$ cat config.mk
export PLATFORM = sky130hd
export DESIGN_NAME = tmr_tick_timer
export DESIGN_NICKNAME = d
export VERILOG_FILES = /design/src/rtl/tmr_pkg.sv /design/src/rtl/tmr_prescale.sv /design/src/rtl/tmr_regs.sv /design/src/rtl/tmr_down.sv /design/src/rtl/tmr_tick_timer.sv
export SDC_FILE = /design/constraint.sdc
export NUM_CORES = 1
export LEC_CHECK = 0
export BUFFER_PORTS_ARGS = -buffer_cell sky130_fd_sc_hd__buf_2
export CAP_MARGIN = 5
export CORE_MARGIN = 2
export CORE_UTILIZATION = 40
export DETAILED_ROUTE_END_ITERATION = 16
export MAX_ROUTING_LAYER = met4
export PLACE_DENSITY = 0.65
export SLEW_MARGIN = 10
export SYNTH_ARGS = -nofsm -noshare
export SYNTH_HDL_FRONTEND = slang
export SYNTH_SLANG_ARGS = --single-unit
$ cat constraint.sdc
create_clock -name clk -period 3.9 [get_ports clk]
set_clock_uncertainty 0.15 [all_clocks]
set_input_delay 0.585 -clock clk [delete_from_list [all_inputs] [get_ports clk]]
set_output_delay 0.585 -clock clk [all_outputs]
set_load 0.02 [all_outputs]
$ cat src/rtl/tmr_pkg.sv
package tmr_pkg;

    localparam int PRE_W    = 8;
    localparam int CTRL_W   = 16;
    localparam int SEL_W    = 3;
    localparam int FLAG_BIT = 8;
    localparam int IE_BIT   = 5;

    typedef enum logic [1:0] {
        REG_START  = 2'd0,
        REG_RELOAD = 2'd1,
        REG_COUNT  = 2'd2,
        REG_CTRL   = 2'd3
    } reg_idx_e;

    typedef struct packed {
        logic             flag;
        logic             ie;
        logic [SEL_W-1:0] sel;
    } ctrl_t;

    // Mask of prescaler bits that must all be one for a tick.
    function automatic logic [PRE_W-1:0] div_mask(input logic [SEL_W-1:0] sel);
        int stage;
        stage = (sel > 3'd3) ? 3 : int'(sel);
        return PRE_W'((1 << (2 * stage + 2)) - 1);
    endfunction

    function automatic logic [CTRL_W-1:0] ctrl_pack(input ctrl_t c);
        logic [CTRL_W-1:0] v;
        v               = '0;
        v[FLAG_BIT]     = c.flag;
        v[IE_BIT]       = c.ie;
        v[SEL_W-1:0]    = c.sel;
        return v;
    endfunction

endpackage

$ cat src/rtl/tmr_prescale.sv
module tmr_prescale
    import tmr_pkg::*;
(
    input  logic             clk,
    input  logic             rst,
    input  logic             run,
    input  logic [SEL_W-1:0] sel,
    output logic             tick
);

    logic [PRE_W-1:0] pre_q;
    logic [PRE_W-1:0] mask;

    assign mask = div_mask(sel);
    assign tick = run && ((pre_q & mask) == mask);

    always_ff @(posedge clk) begin
        if (rst || !run) begin
            pre_q <= '0;
        end else begin
            pre_q <= pre_q + PRE_W'(1);
        end
    end

endmodule

$ cat src/rtl/tmr_regs.sv
module tmr_regs
    import tmr_pkg::*;
#(
    parameter int CNT_W = 32
) (
    input  logic             clk,
    input  logic             rst,
    input  logic             bus_wr,
    input  logic [1:0]       bus_word,
    input  logic [CNT_W-1:0] bus_wdata,
    input  logic             uf_set,
    output logic             run,
    output ctrl_t            ctrl,
    output logic [CNT_W-1:0] reload,
    output logic             cnt_wr
);

    logic wr_start, wr_reload, wr_ctrl;

    assign wr_start  = bus_wr && (reg_idx_e'(bus_word) == REG_START);
    assign wr_reload = bus_wr && (reg_idx_e'(bus_word) == REG_RELOAD);
    assign wr_ctrl   = bus_wr && (reg_idx_e'(bus_word) == REG_CTRL);
    assign cnt_wr    = bus_wr && (reg_idx_e'(bus_word) == REG_COUNT);

    always_ff @(posedge clk) begin
        if (rst) begin
            run    <= 1'b0;
            reload <= '0;
            ctrl   <= '0;
        end else begin
            if (wr_start) begin
                run <= bus_wdata[0];
            end
            if (wr_reload) begin
                reload <= bus_wdata;
            end
            if (wr_ctrl) begin
                ctrl.ie  <= bus_wdata[IE_BIT];
                ctrl.sel <= bus_wdata[SEL_W-1:0];
            end
            // hardware set outranks a software clear in the same cycle
            if (uf_set) begin
                ctrl.flag <= 1'b1;
            end else if (wr_ctrl && !bus_wdata[FLAG_BIT]) begin
                ctrl.flag <= 1'b0;
            end
        end
    end

endmodule

$ cat src/rtl/tmr_down.sv
module tmr_down #(
    parameter int CNT_W = 32
) (
    input  logic             clk,
    input  logic             rst,
    input  logic             tick,
    input  logic             cnt_wr,
    input  logic [CNT_W-1:0] wdata,
    input  logic [CNT_W-1:0] reload,
    output logic [CNT_W-1:0] count,
    output logic             uf
);

    logic at_zero;

    assign at_zero = (count == '0);
    assign uf      = tick && at_zero && !cnt_wr;

    always_ff @(posedge clk) begin
        if (rst) begin
            count <= '0;
        end else if (cnt_wr) begin
            count <= wdata;
        end else if (tick) begin
            count <= at_zero ? reload : count - CNT_W'(1);
        end
    end

endmodule

$ cat src/rtl/tmr_tick_timer.sv
module tmr_tick_timer
    import tmr_pkg::*;
#(
    parameter int CNT_W = 32
) (
    input  logic             clk,
    input  logic             rst,
    input  logic             bus_wr,
    input  logic [1:0]       bus_word,
    input  logic [CNT_W-1:0] bus_wdata,
    output logic [CNT_W-1:0] bus_rdata,
    output logic             irq
);

    logic             run_w;
    logic             tick_w;
    logic             cnt_wr_w;
    logic             uf_w;
    ctrl_t            ctrl_w;
    logic [CNT_W-1:0] reload_w;
    logic [CNT_W-1:0] count_w;
    logic             flag_w;
    logic             ie_w;

    tmr_regs #(.CNT_W(CNT_W)) u_regs (
        .clk      (clk),
        .rst      (rst),
        .bus_wr   (bus_wr),
        .bus_word (bus_word),
        .bus_wdata(bus_wdata),
        .uf_set   (uf_w),
        .run      (run_w),
        .ctrl     (ctrl_w),
        .reload   (reload_w),
        .cnt_wr   (cnt_wr_w)
    );

    tmr_prescale u_pre (
        .clk (clk),
        .rst (rst),
        .run (run_w),
        .sel (ctrl_w.sel),
        .tick(tick_w)
    );

    tmr_down #(.CNT_W(CNT_W)) u_down (
        .clk   (clk),
        .rst   (rst),
        .tick  (tick_w),
        .cnt_wr(cnt_wr_w),
        .wdata (bus_wdata),
        .reload(reload_w),
        .count (count_w),
        .uf    (uf_w)
    );

    assign flag_w = ctrl_w.flag;
    assign ie_w   = ctrl_w.ie;
    assign irq    = flag_w && ie_w;

    always_comb begin
        case (reg_idx_e'(bus_word))
            REG_START:  bus_rdata = {{(CNT_W-1){1'b0}}, run_w};
            REG_RELOAD: bus_rdata = reload_w;
            REG_COUNT:  bus_rdata = count_w;
            default:    bus_rdata = CNT_W'(ctrl_pack(ctrl_w));
        endcase
    end

endmodule

* Word-level counts from Yosys, hierarchy flattened
Index checks and enable logic that the tools add are counted.
** Word-level totals
- Output and inout port bits :: 33
- Bits in registers :: 78
** Operators by class
- Add/subtract/negate cells :: 4
- Shift-type cells :: 1
- Equal/unequal tests :: 4
- Bitwise logic cells :: 1
- Reductions and logical operators :: 17
- Magnitude comparators :: 1
- Mux-type cells :: 7
** Operators with widths (count)
- 2-to-1 mux 32 bit :: 3
- one-hot mux 32 bit (3 select lines) :: 1
- adder 32 x 3 -> 32 bit (second input constant) :: 1
- zero test 32 bit :: 1
- << shifter 1 x 32 -> 8 bit (first input constant) :: 1
- subtractor 32 x 1 -> 32 bit (second input constant) :: 1
- logical AND 1 bit :: 9
- adder 8 x 1 -> 8 bit (second input constant) :: 1
- bitwise AND 8 bit :: 1
- equality test 8 bit :: 1
- subtractor 8 x 2 -> 8 bit (second input constant) :: 1
- equality test 2 bit (second input constant) :: 2
- nonzero test 2 bit :: 2
- greater-than comparator 3 x 2 -> 1 bit (second input constant) :: 1
- zero test 1 bit :: 3
- 2-to-1 mux 3 bit :: 1
- equality test 2 x 1 -> 1 bit (second input constant) :: 1
- zero test 2 bit :: 1
- 2-to-1 mux 1 bit :: 2
- logical OR 1 bit :: 1

* Longest topological paths before layout
Gate-level depths: netlist (run 1).
- Depth in word-level cells :: 11
- Gate-level depth with buffers :: 13

* Hierarchy
Synthesis (run 1) repeated with hierarchy kept, for this count alone.
** Unflattened totals
- Cells, all modules :: 598
- Area total of the unflattened synthesis :: 5094.9 um^2
** Modules (own cells, without submodules)
- tmr_down :: sequential area each 640.6 um^2, instances 1, area each 2509.9 um^2, cells each 337
- tmr_regs :: sequential area each 760.7 um^2, instances 1, area each 1682.9 um^2, cells each 161
- tmr_prescale :: sequential area each 160.2 um^2, instances 1, area each 484.2 um^2, cells each 54
- tmr_tick_timer :: sequential area each 0.0 um^2, instances 1, area each 417.9 um^2, cells each 46

* Worst setup path before layout (run 1)
Ideal clock, no wire load.
- Kind :: reg2reg
- Start :: register, netlist name u_regs.ctrl[1]
- End :: register u_down.count[24]
- Stages on the path, launching flop included :: 13
- Data required time :: 3.633 ns
- Clock period less this slack :: 2.701 ns
- Setup slack :: 1.199 ns
- Arrival :: 2.434 ns
- Library setup time :: 0.117 ns
- Cell sequence :: dfxtp_1 or2_2 ha_1 nand2b_1 ha_1 o211ai_1 a21oi_1 o2111ai_1 clkbuf_1 clkbuf_1 o31ai_1 o31ai_1 a22o_1
** Between the ends
- Cells in the longest elaborated chain, start to end :: 9
** Ends and longest elaborated chain
- greater-than comparator 3 x 2 -> 1 bit :: RTL line tmr_pkg.sv:25 : stage = (sel > 3'd3) ? 3 : int'(sel);
- 2-to-1 mux 3 bit (*) :: RTL line tmr_pkg.sv:25
- adder 32 x 3 -> 32 bit (*) :: RTL line tmr_pkg.sv:26 : return PRE_W'((1 << (2 * stage + 2)) - 1);
- << shifter 1 x 32 -> 8 bit (*) :: RTL line tmr_pkg.sv:26
- subtractor 8 x 2 -> 8 bit (*) :: RTL line tmr_pkg.sv:26
- bitwise AND 8 bit :: RTL line tmr_prescale.sv:15 : assign tick = run && ((pre_q & mask) == mask);
- equality test 8 bit (*) :: RTL line tmr_prescale.sv:15
- logical AND 1 bit (*) :: RTL line tmr_prescale.sv:15
- nonzero test 2 bit (no line) (*)
- end signal, assigned :: RTL line tmr_down.sv:23 : count <= wdata;
- end signal, assigned :: RTL line tmr_down.sv:25 : count <= at_zero ? reload : count - CNT_W'(1);
- end, declared :: RTL line tmr_down.sv:10 : output logic [CNT_W-1:0] count,
Mark *: on every way between the ends. The rest lies on a longest branch, timed or not.
A chain may end at the register's enable or synchronous reset.

* Worst setup path after layout (run 1)
- Start :: register, netlist name u_regs.ctrl[1]
- End :: register u_down.count[9]
** Between the ends
- Cells in the longest elaborated chain, start to end :: 9
** Ends and longest elaborated chain (RTL line)
- greater-than comparator 3 x 2 -> 1 bit :: tmr_pkg.sv:25
- 2-to-1 mux 3 bit (*) :: tmr_pkg.sv:25
- adder 32 x 3 -> 32 bit (*) :: tmr_pkg.sv:26
- << shifter 1 x 32 -> 8 bit (*) :: tmr_pkg.sv:26
- subtractor 8 x 2 -> 8 bit (*) :: tmr_pkg.sv:26
- bitwise AND 8 bit :: tmr_prescale.sv:15
- equality test 8 bit (*) :: tmr_prescale.sv:15
- logical AND 1 bit (*) :: tmr_prescale.sv:15
- nonzero test 2 bit (no line) (*)
Marked as above.

==> results of run 1 <==
how the worst max path moves through the flow:
stage / startpoint / endpoint / slack [ns]
final: u_regs.ctrl[1]$_SDFFE_PP0P_ / u_down.count[9]$_SDFFE_PP0P_ / 0.53
after global routing: u_regs.ctrl[0]$_SDFFE_PP0P_ / u_down.count[0]$_SDFFE_PP0P_ / 0.26
after detailed placement: u_regs.ctrl[2]$_SDFFE_PP0P_ / u_down.count[9]$_SDFFE_PP0P_ / 0.54
after CTS: u_regs.ctrl[2]$_SDFFE_PP0P_ / u_down.count[9]$_SDFFE_PP0P_ / 0.54
after global placement: u_regs.ctrl[1]$_SDFFE_PP0P_ / u_down.count[9]$_SDFFE_PP0P_ / 0.65
after floorplan: u_regs.ctrl[1]$_SDFFE_PP0P_ / u_down.count[24]$_SDFFE_PP0P_ / 1.20
cell usage in the layout, fill, tap and decap left out, types with 3 or more instances in the layout:
cell / instances
nand2_1: 90
dfxtp_1: 78
buf_2: 69
nor2_1: 61
a21oi_1: 59
a22o_1: 33
nor3_1: 18
nand3_1: 16
o21ai_0: 15
xnor2_1: 14
inv_1: 13
buf_4: 13
a211o_1: 12
or3_1: 10
a211oi_2: 10
ha_1: 9
clkbuf_16: 9
nand2b_1: 8
and3_1: 8
nor4_1: 6
a32o_1: 6
mux2i_1: 5
mux2_2: 4
xor2_1: 4
o32ai_1: 4
a21o_1: 4
and2_1: 3
o21bai_1: 3
o31ai_1: 3
nor3_2: 3
a2bb2oi_1: 3
o221ai_1: 3
a31oi_1: 3
o2bb2ai_1: 3
clkinv_2: 3
critical path, cell delays in order, from the launching register on:
cell and delay (ns):
dfxtp_1 0.32, or2_2 0.33, ha_1 0.24, nand2b_1 0.17, ha_1 0.21, xnor2_1 0.16
o2111ai_4 0.76, buf_4 0.37, o21ba_2 0.19, o22a_1 0.19, a22o_1 0.17
state kept, by name (all words and copies together) (netlist names):
signal and cells:
u_pre.pre_q 8, u_regs.reload 32, u_regs.run 1, u_regs.ctrl 5
u_down.count 32
metal layers:
| metal | part of all wire, % | global-route usage, % | wire length [um] |
|---|---|---|---|
| met4 | 2.3 | 8.23 | 309 |
| met1 | 45 | 29.4 | 6170 |
| met2 | 48 | 36.4 | 6570 |
| met5 | 0 | - | 0 |
| met3 | 4.7 | 5.06 | 638 |
synth_stat cells (4+ instances only):
| cell | count |
|---|---|
| a21o_1 | 4 |
| nand3_1 | 16 |
| nor3_1 | 18 |
| nor4_1 | 6 |
| o32ai_1 | 4 |
| mux2_2 | 4 |
| a21oi_1 | 59 |
| a22o_1 | 33 |
| nand2_1 | 90 |
| a32o_1 | 6 |
| and3_1 | 8 |
| a211o_1 | 12 |
| buf_2 | 4 |
| mux2i_1 | 5 |
| clkbuf_1 | 38 |
| xnor2_1 | 14 |
| o21ai_0 | 15 |
| nor2_1 | 61 |
| dfxtp_1 | 78 |
| nand2b_1 | 8 |
| ha_1 | 9 |
| a211oi_2 | 10 |
| or3_1 | 10 |
| inv_1 | 13 |
| xor2_1 | 4 |
metrics by stage:
stage	util, %	std cells
3_3_place_gp	44.8	772
2_1_floorplan	-	593
5_1_grt	47.4	788
4_1_cts	47.4	788
6_report	47.4	788
3_5_place_dp	44.8	772
cell families (layout without fill, tap and decap cells):
logic type,after synthesis,after routing,share of synthesized area [%]
AOI/OAI and AO/OA,180,180,28.4
xor gates and xnor gates,18,18,3.39
adders and majority gates,9,9,2.42
buffers and inverters,59,111,5.36
DFF,78,78,33.6
muxes,10,10,2.53
other,1,1,0.0807
and+or+nand+nor,238,238,24.2
power breakdown:
group,internal (mW),leakage (nW),switching (mW),total (mW)
logic,0.160,1.41,0.266,0.425
registers,0.826,0.634,0.0350,0.861
clock network,0.528,0.152,0.343,0.871
total,1.51,2.20,0.644,2.16
area by class of cell:
class	count	area [um^2]
multi-input combinational	456	2860
inverter	13	48.8
clock inverter	4	45.0
fill	1142	5980
clock buffer	12	256
timing repair buffer	82	443
tap	143	179
sequential	78	1560
==> run_results.csv, run 1 <==
group,metric,value,unit
clock_network,clkTransAtPathRegs,0.06,ns
cells_and_area,antennaDiodeCount,0,
clock_network,cts_root_buf,"clkbuf_16",
floorplan,io_pins,70,
cells_and_area,final_area,5390,um^2
logic_synthesis,syn-num-nets,639,
power_and_ir_drop,total_leakage_power,2.20,nW
hold_path,min_to,"u_down.count[16]$_SDFFE_PP0P_",
timing,maxClockFrequency,297,MHz
clock_network,cts_buffers,9,
worst_setup_path,start_kind,"flip-flop",
logic_synthesis,synth_seq_cells,78,
logic_synthesis,synth_top_area_share,33.6,%
worst_setup_path,end_kind,"flip-flop",
route,drtIter0Drc,319,
status,status,"finished, final reports clean",
logic_synthesis,synth_cell_type_count,61,
global_routing,grt.overflow.total,0,
logic_synthesis,synth-seq-area-share,33.6,%
clock_network,cts_sinks,78,
power_and_ir_drop,total_power,2.16,mW
timing,drv_slew,0,
worst_setup_path,r2r_start,"u_regs.ctrl[1]$_SDFFE_PP0P_",
worst_setup_path,cp_max_fo,36,
route,drc,0,
timing,setup_viol,0,
floorplan,floorplan.die.height,112,um
route,wl_per_cell,17.4,um
timing,worst_pin_slew,0.949,ns
power_and_ir_drop,peakVddDrop,0.249,mV
floorplan,start_util,40.9,%
placement,pre_cts_slack,0.541,ns
worst_setup_path,r2r-end,"u_down.count[9]$_SDFFE_PP0P_",
timing,setup_tns,0,ns
cells_and_area,fin_nets,686,
logic_synthesis,synthCells,593,
hold_path,holdCritStartpoint,"bus_wdata[16]",
job,maxCapViolCount,0,
cells_and_area,syn2layout_area_growth,16.0,%
cells_and_area,drive_above_1_share,19.4,%
route,via_per_inst,5.88,
clock_network,clock_latency,0.35,ns
global_routing,first_global_vias,4515,
timing,period_needed,3.37,ns
logic_synthesis,synthArstFlopShare,0,%
clock_network,cts_setup_buffers,0,
floorplan,core,11400,um^2
placement,hpwl,9210,um
placement,dpl_cell_area,5090,um^2
clock_network,htreeDepth,3,
floorplan,die_x,112,um
global_routing,grt_first_pass_wirelength,22700,um
worst_setup_path,rrSetupSlack,0.53,ns
worst_setup_path,path_class,"flip-flop to flip-flop",
global_routing,antenna_found_initial,0,
hold_path,worstHoldPathCells,3,
hold_path,min_path_type,"input port to flip-flop",
logic_synthesis,ys_top_cells_by_area,"dfxtp_1 34%, nand2_1 7.3%, a21oi_1 6.4%",
placement,routabilityCongestion,0.879,
clock_network,ctsLongestPathBuffers,2,
timing,fin_ws,0.532,ns
placement,port_buffers,69,
timing,rsz0062_at_grt,"no",
route,ant_nets,0,
worst_setup_path,worstRegToRegCells,10,
timing,holdWs,0.312,ns
route,routed_wl,13700,um
logic_synthesis,yosysWarnings,0,
timing,relSlewSlack,36.5,%
floorplan,dieArea,12500,um^2
clock_network,cts-resized-gates,0,
worst_setup_path,required,3.99,ns
global_routing,grt_usage,23.1,%
floorplan,num_rows,39,
worst_setup_path,arrival,3.46,ns
logic_synthesis,synthFlopType,"dfxtp_1",
power_and_ir_drop,p_per_area,400,nW/um^2
clock_network,ctsHoldBuffers,0,
route,vias,4637,
logic_synthesis,syn_area_per_cell,7.84,um^2
logic_synthesis,yosys.area.top_type,"dfxtp_1",
route,first_pass_iters,6,
clock_network,cts_tree,"done",
timing,final-hold-violation-count,0,
global_routing,grt_max_degree,37,
logic_synthesis,synth_area,4650,um^2
timing,period_share,86.4,%
logic_synthesis,synth_edf_count,0,
No activity file was read; power rests on OpenSTA's default activity.
==> run 2: changes to the inputs <==
Settings changed: CORE_ASPECT_RATIO from default to 0.75.
==> run_results.csv, run 2 (same netlist as run 1, synthesis figures left out) <==
group,metric,value,unit
clock_network,htreeDepth,3,
timing,setup_tns,0,ns
global_routing,grt_max_degree,47,
floorplan,core,11400,um^2
cells_and_area,antennaDiodeCount,0,
worst_setup_path,worstPathCellList,"or2_2, ha_1, nand2b_1, ha_1, xnor2_1, o2111ai_4, buf_4, o21ba_2, o22a_1, a22o_1",
global_routing,grt_usage,23.2,%
timing,worst_pin_slew,0.963,ns
route,first_pass_iters,5,
global_routing,grt_first_pass_wirelength,22700,um
cells_and_area,fin_nets,683,
cells_and_area,fillers,1130,
worst_setup_path,cp_max_fo,31,
timing,setup_viol,0,
floorplan,start_util,40.6,%
clock_network,ctsLongestPathBuffers,2,
worst_setup_path,arrival,3.38,ns
worst_setup_path,crit_top_cell,"ha_1",
placement,routabilityCongestion,0.864,
cells_and_area,final_cell_mix,"90 x nand2_1, 78 x dfxtp_1, 69 x buf_2",
worst_setup_path,start_kind,"flip-flop",
clock_network,clkTransAtPathRegs,0.06,ns
global_routing,first_global_vias,4561,
clock_network,cts_setup_buffers,0,
route,routed_wl,13800,um
worst_setup_path,path_class,"flip-flop to flip-flop",
cells_and_area,drive_above_1_share,18.4,%
global_routing,grt.overflow.total,0,
power_and_ir_drop,total_leakage_power,2.17,nW
floorplan,io_pins,70,
cells_and_area,reg.largest.list,"u_down.count (32), u_regs.reload (32), u_pre.pre_q (8)",
timing,rsz0062_at_grt,"no",
worst_setup_path,slowest_delay,0.67,ns
floorplan,die_x,128,um
clock_network,cts-resized-gates,0,
timing,final-hold-violation-count,0,
floorplan,floorplan.die.height,97.3,um
cells_and_area,final_common_cell,"nand2_1",
timing,holdWs,0.304,ns
timing,period_share,84.7,%
route,drc,0,
power_and_ir_drop,peakVddDrop,0.230,mV
clock_network,ctsHoldBuffers,0,
route,vias,4623,
timing,maxClockFrequency,303,MHz
route,wl_per_cell,17.6,um
clock_network,cts_tree,"done",
global_routing,antenna_found_initial,0,
route,drtIter0Drc,429,
floorplan,dieArea,12500,um^2
job,maxCapViolCount,0,
clock_network,clock_latency,0.34,ns
clock_network,cts_buffers,9,
cells_and_area,syn2layout_area_growth,15.2,%
hold_path,min_path_type,"input port to flip-flop",
clock_network,cts_sinks,78,
placement,port_buffers,69,
route,via_per_inst,5.89,
worst_setup_path,cp_slowest_cell,"o2111ai_4",
floorplan,num_rows,34,
clock_network,cts_root_buf,"clkbuf_16",
power_and_ir_drop,p_per_area,395,nW/um^2
timing,relSlewSlack,35.6,%
status,status,"finished, final reports clean",
worst_setup_path,end_kind,"flip-flop",
worst_setup_path,required,3.98,ns
placement,hpwl,9610,um
timing,drv_slew,0,
timing,period_needed,3.30,ns
route,ant_nets,0,
-- run 2: worst paths after layout --
| kind | start | endpoint | slack, ns | cells after the start |
|---|---|---|---|---|
| min | bus_wdata[16] | u_down.count[16]$_SDFFE_PP0P_ | 0.30 | 3 |
| min reg2reg | u_pre.pre_q[0]$_SDFF_PP0_ | u_pre.pre_q[0]$_SDFF_PP0_ | 0.32 | 1 |
| max reg2reg | u_regs.ctrl[1]$_SDFFE_PP0P_ | u_down.count[9]$_SDFFE_PP0P_ | 0.60 | 10 |
| max | u_regs.ctrl[1]$_SDFFE_PP0P_ | u_down.count[9]$_SDFFE_PP0P_ | 0.60 | 10 |
-- run 2: area by class of cell --
class                           count  area [um^2]  share of cell area (%)
Clock buffer                       14          254                    4.74
Clock inverter                      1         30.0                   0.561
Inverter                           13         48.8                   0.911
Multi-Input combinational cell    456         2860                    53.4
Sequential cell                    78         1560                    29.2
Tap cell                          144          180                    3.37
Timing Repair Buffer               79          420                    7.85
-- run 2: stage by stage --
stage / cells / util, % / instance area, um^2 / setup slack, ns / power (mW)
final: 785 / 46.8 / 5350 / 0.597 / 2.11
after detailed placement: 770 / 44.3 / 5070 / 0.609 / 1.29
after floorplan: 593 / - / 4650 / 1.20 / 1.18
after global placement: 770 / 44.3 / 5070 / 0.702 / 1.28
after global routing: 785 / 46.8 / 5350 / 0.381 / 2.21
after CTS: 785 / 46.8 / 5350 / 0.602 / 2.12
-- run 2: where the power goes --
part / leakage (nW) / switching [mW] / total [mW] / internal [mW]
registers: 0.634 / 0.0353 / 0.861 / 0.826
logic: 1.39 / 0.266 / 0.421 / 0.155
clock network: 0.137 / 0.321 / 0.832 / 0.511
-- run 2: critical path: cells and delay by family (launching register included) --
| kind | cells | cell delay (ns) |
|---|---|---|
| AND/OR/NAND/NOR | 2 | 0.49 |
| adder cells (fa/ha/maj) | 2 | 0.45 |
| buffers and inverters | 1 | 0.39 |
| XOR/XNOR | 1 | 0.16 |
| AO/OA/AOI/OAI | 4 | 1.22 |
| flip-flops | 1 | 0.32 |
-- run 2: metal layers --
layer	routed length, um	track usage (%)	vias to the layer above
met5	0	-	-
met3	880	4.85	12
li1	-	-	2212
met2	6230	35.1	195
met1	6570	31.4	2204
met4	132	6.51	0
==> run 3: changes to the inputs <==
Settings changed: PLACE_DENSITY 0.65 to 0.68.
Clock period 3.9 ns to 2.85 ns, I/O delays scaled along.
==> run_results.csv, run 3 (same netlist as run 1, synthesis figures left out) <==
group,metric,value,unit
worst_setup_path,start_kind,"flip-flop",
cells_and_area,finalNonFillerCells,808,
route,top_layer_used,"met4",
power_and_ir_drop,p_clk_share,37.3,%
clock_network,ctsHoldBuffers,0,
global_routing,grt_max_degree,64,
placement,routabilityCongestion,0.890,
clock_network,clkTransAtPathRegs,0.06,ns
cells_and_area,fillers,1107,
route,vias,4821,
clock_network,clock_latency,0.34,ns
cells_and_area,final_common_cell,"nand2_1",
global_routing,grt_first_pass_wirelength,23300,um
clock_network,ctsLongestPathBuffers,2,
cells_and_area,fin_nets,706,
timing,period_needed,2.75,ns
clock_network,cts_sinks,78,
floorplan,core,11400,um^2
route,wl_met1,6550,um
worst_setup_path,end_kind,"flip-flop",
floorplan,die_x,128,um
timing,setup_tns,0,ns
placement,hpwl,9860,um
timing,period_share,96.3,%
cells_and_area,drive_above_1_share,22.9,%
timing,relSlewSlack,32.5,%
power_and_ir_drop,peakVddDrop,0.298,mV
placement,port_buffers,69,
timing,holdWs,0.145,ns
global_routing,grt_usage,23.7,%
floorplan,io_pins,70,
timing,final-hold-violation-count,0,
power_and_ir_drop,seqPwrFrac,40.8,%
power_and_ir_drop,total_leakage_power,2.31,nW
power_and_ir_drop,power_switching,0.879,mW
clock_network,cts_buffers,9,
global_routing,antenna_found_initial,0,
route,met3_length,1020,um
worst_setup_path,path_class,"flip-flop to flip-flop",
cells_and_area,syn2layout_area_growth,20.8,%
power_and_ir_drop,total_power,2.89,mW
cells_and_area,antennaDiodeCount,0,
cells_and_area,final_cell_mix,"90 x nand2_1, 77 x dfxtp_1, 69 x buf_2",
worst_setup_path,arrival,2.82,ns
power_and_ir_drop,p_per_area,514,nW/um^2
clock_network,htreeDepth,3,
timing,drv_slew,0,
timing,worst_pin_slew,1.01,ns
route,ant_nets,0,
floorplan,floorplan.die.height,97.3,um
timing,setup_viol,0,
route,wl_per_cell,17.7,um
power_and_ir_drop,swShare,30.4,%
floorplan,dieArea,12500,um^2
cells_and_area,reg.largest.list,"u_down.count (32), u_regs.reload (32), u_pre.pre_q (8)",
route,routed_wl,14300,um
floorplan,start_util,40.6,%
clock_network,cts_tree,"done",
worst_setup_path,cp_max_fo,8,
job,maxCapViolCount,0,
global_routing,grt.overflow.total,0,
route,dr_wl_met2,6570,um
route,via_per_inst,5.97,
worst_setup_path,required,2.93,ns
timing,maxClockFrequency,364,MHz
floorplan,num_rows,34,
route,drtIter0Drc,409,
clock_network,cts_root_buf,"clkbuf_16",
global_routing,first_global_vias,4659,
cells_and_area,final_core_util,49.1,%
route,first_pass_iters,5,
hold_path,min_path_type,"input port to flip-flop",
placement,dpl.cell_count,790,
status,status,"finished, final reports clean",
power_and_ir_drop,power.share.combinational,21.9,%
power_and_ir_drop,p_int,2.01,mW
route,drc,0,
[run 3: changes by cell type in the layout (fill, tap and decap cells not counted), moves of 2 or more]
cell	change
a21oi_2	+2
nor2_1	-2
buf_8	+2
nor2_2	+2
a21oi_1	-2
buf_4	+18
[run 3: cell type report]
cell class	instances	area (um^2)	area share (%)
multi-input combinational	456	2910	51.9
sequential	78	1560	27.8
timing repair buffer	102	642	11.4
clock buffer	14	264	4.70
tap	144	180	3.21
inverter	13	48.8	0.869
clock inverter	1	5.00	0.0891
[run 3: power groups by stage]
stage          sequential (mW)  combinational [mW]  clock [mW]
2_1_floorplan             1.19               0.426           0
3_3_place_gp              1.20               0.598           0
3_5_place_dp              1.20               0.612           0
4_1_cts                   1.18               0.616        1.09
5_1_grt                   1.18               0.694        1.13
6_report                  1.18               0.632        1.08
[run 3: worst paths after layout]
kind	cells after the start	from	end	slack, ns
worst max-delay path	11	u_regs.ctrl[1]$_SDFFE_PP0P_	u_down.count[24]$_SDFFE_PP0P_	0.10
worst min-delay path	3	bus_wdata[16]	u_down.count[16]$_SDFFE_PP0P_	0.14
worst max register to register	11	u_regs.ctrl[1]$_SDFFE_PP0P_	u_down.count[24]$_SDFFE_PP0P_	0.10
worst min register to register	1	u_pre.pre_q[0]$_SDFF_PP0_	u_pre.pre_q[0]$_SDFF_PP0_	0.31
[run 3: through the flow]
| step | cell area (um^2) | worst slack, ns |
|---|---|---|
| floorplan | 4650 | 0.149 |
| CTS | 5500 | 0.0165 |
| finish | 5620 | 0.105 |
| global placement | 5220 | 0.0781 |
| detailed placement | 5220 | -0.0704 |
| global route | 5620 | -0.00294 |
[run 3: repair_timing]
action / CTS / global route
gates resized for setup: 3 / 17
cloned: 0 / 1
setup buffers: 0 / 2
pin swaps: 0 / 3
endpoints found under the setup margin: 8 / 24
[run 3: critical path, cell delays in order, from the launching register on]
cell and delay [ns]:
dfxtp_1 0.32, or2_4 0.27, ha_1 0.20, nand2b_1 0.14, ha_1 0.28, o211ai_1 0.09
a21oi_2 0.17, o2111ai_4 0.25, buf_8 0.23, o31ai_1 0.24, o31ai_1 0.10, a22o_1 0.18
[run 3: layer usage]
| metal | GRT usage, % | vias to the layer above |
|---|---|---|
| met5 | - | - |
| met4 | 6.68 | 0 |
| met3 | 5.23 | 22 |
| met2 | 35.8 | 204 |
| met1 | 31.8 | 2331 |
| li1 | - | 2264 |
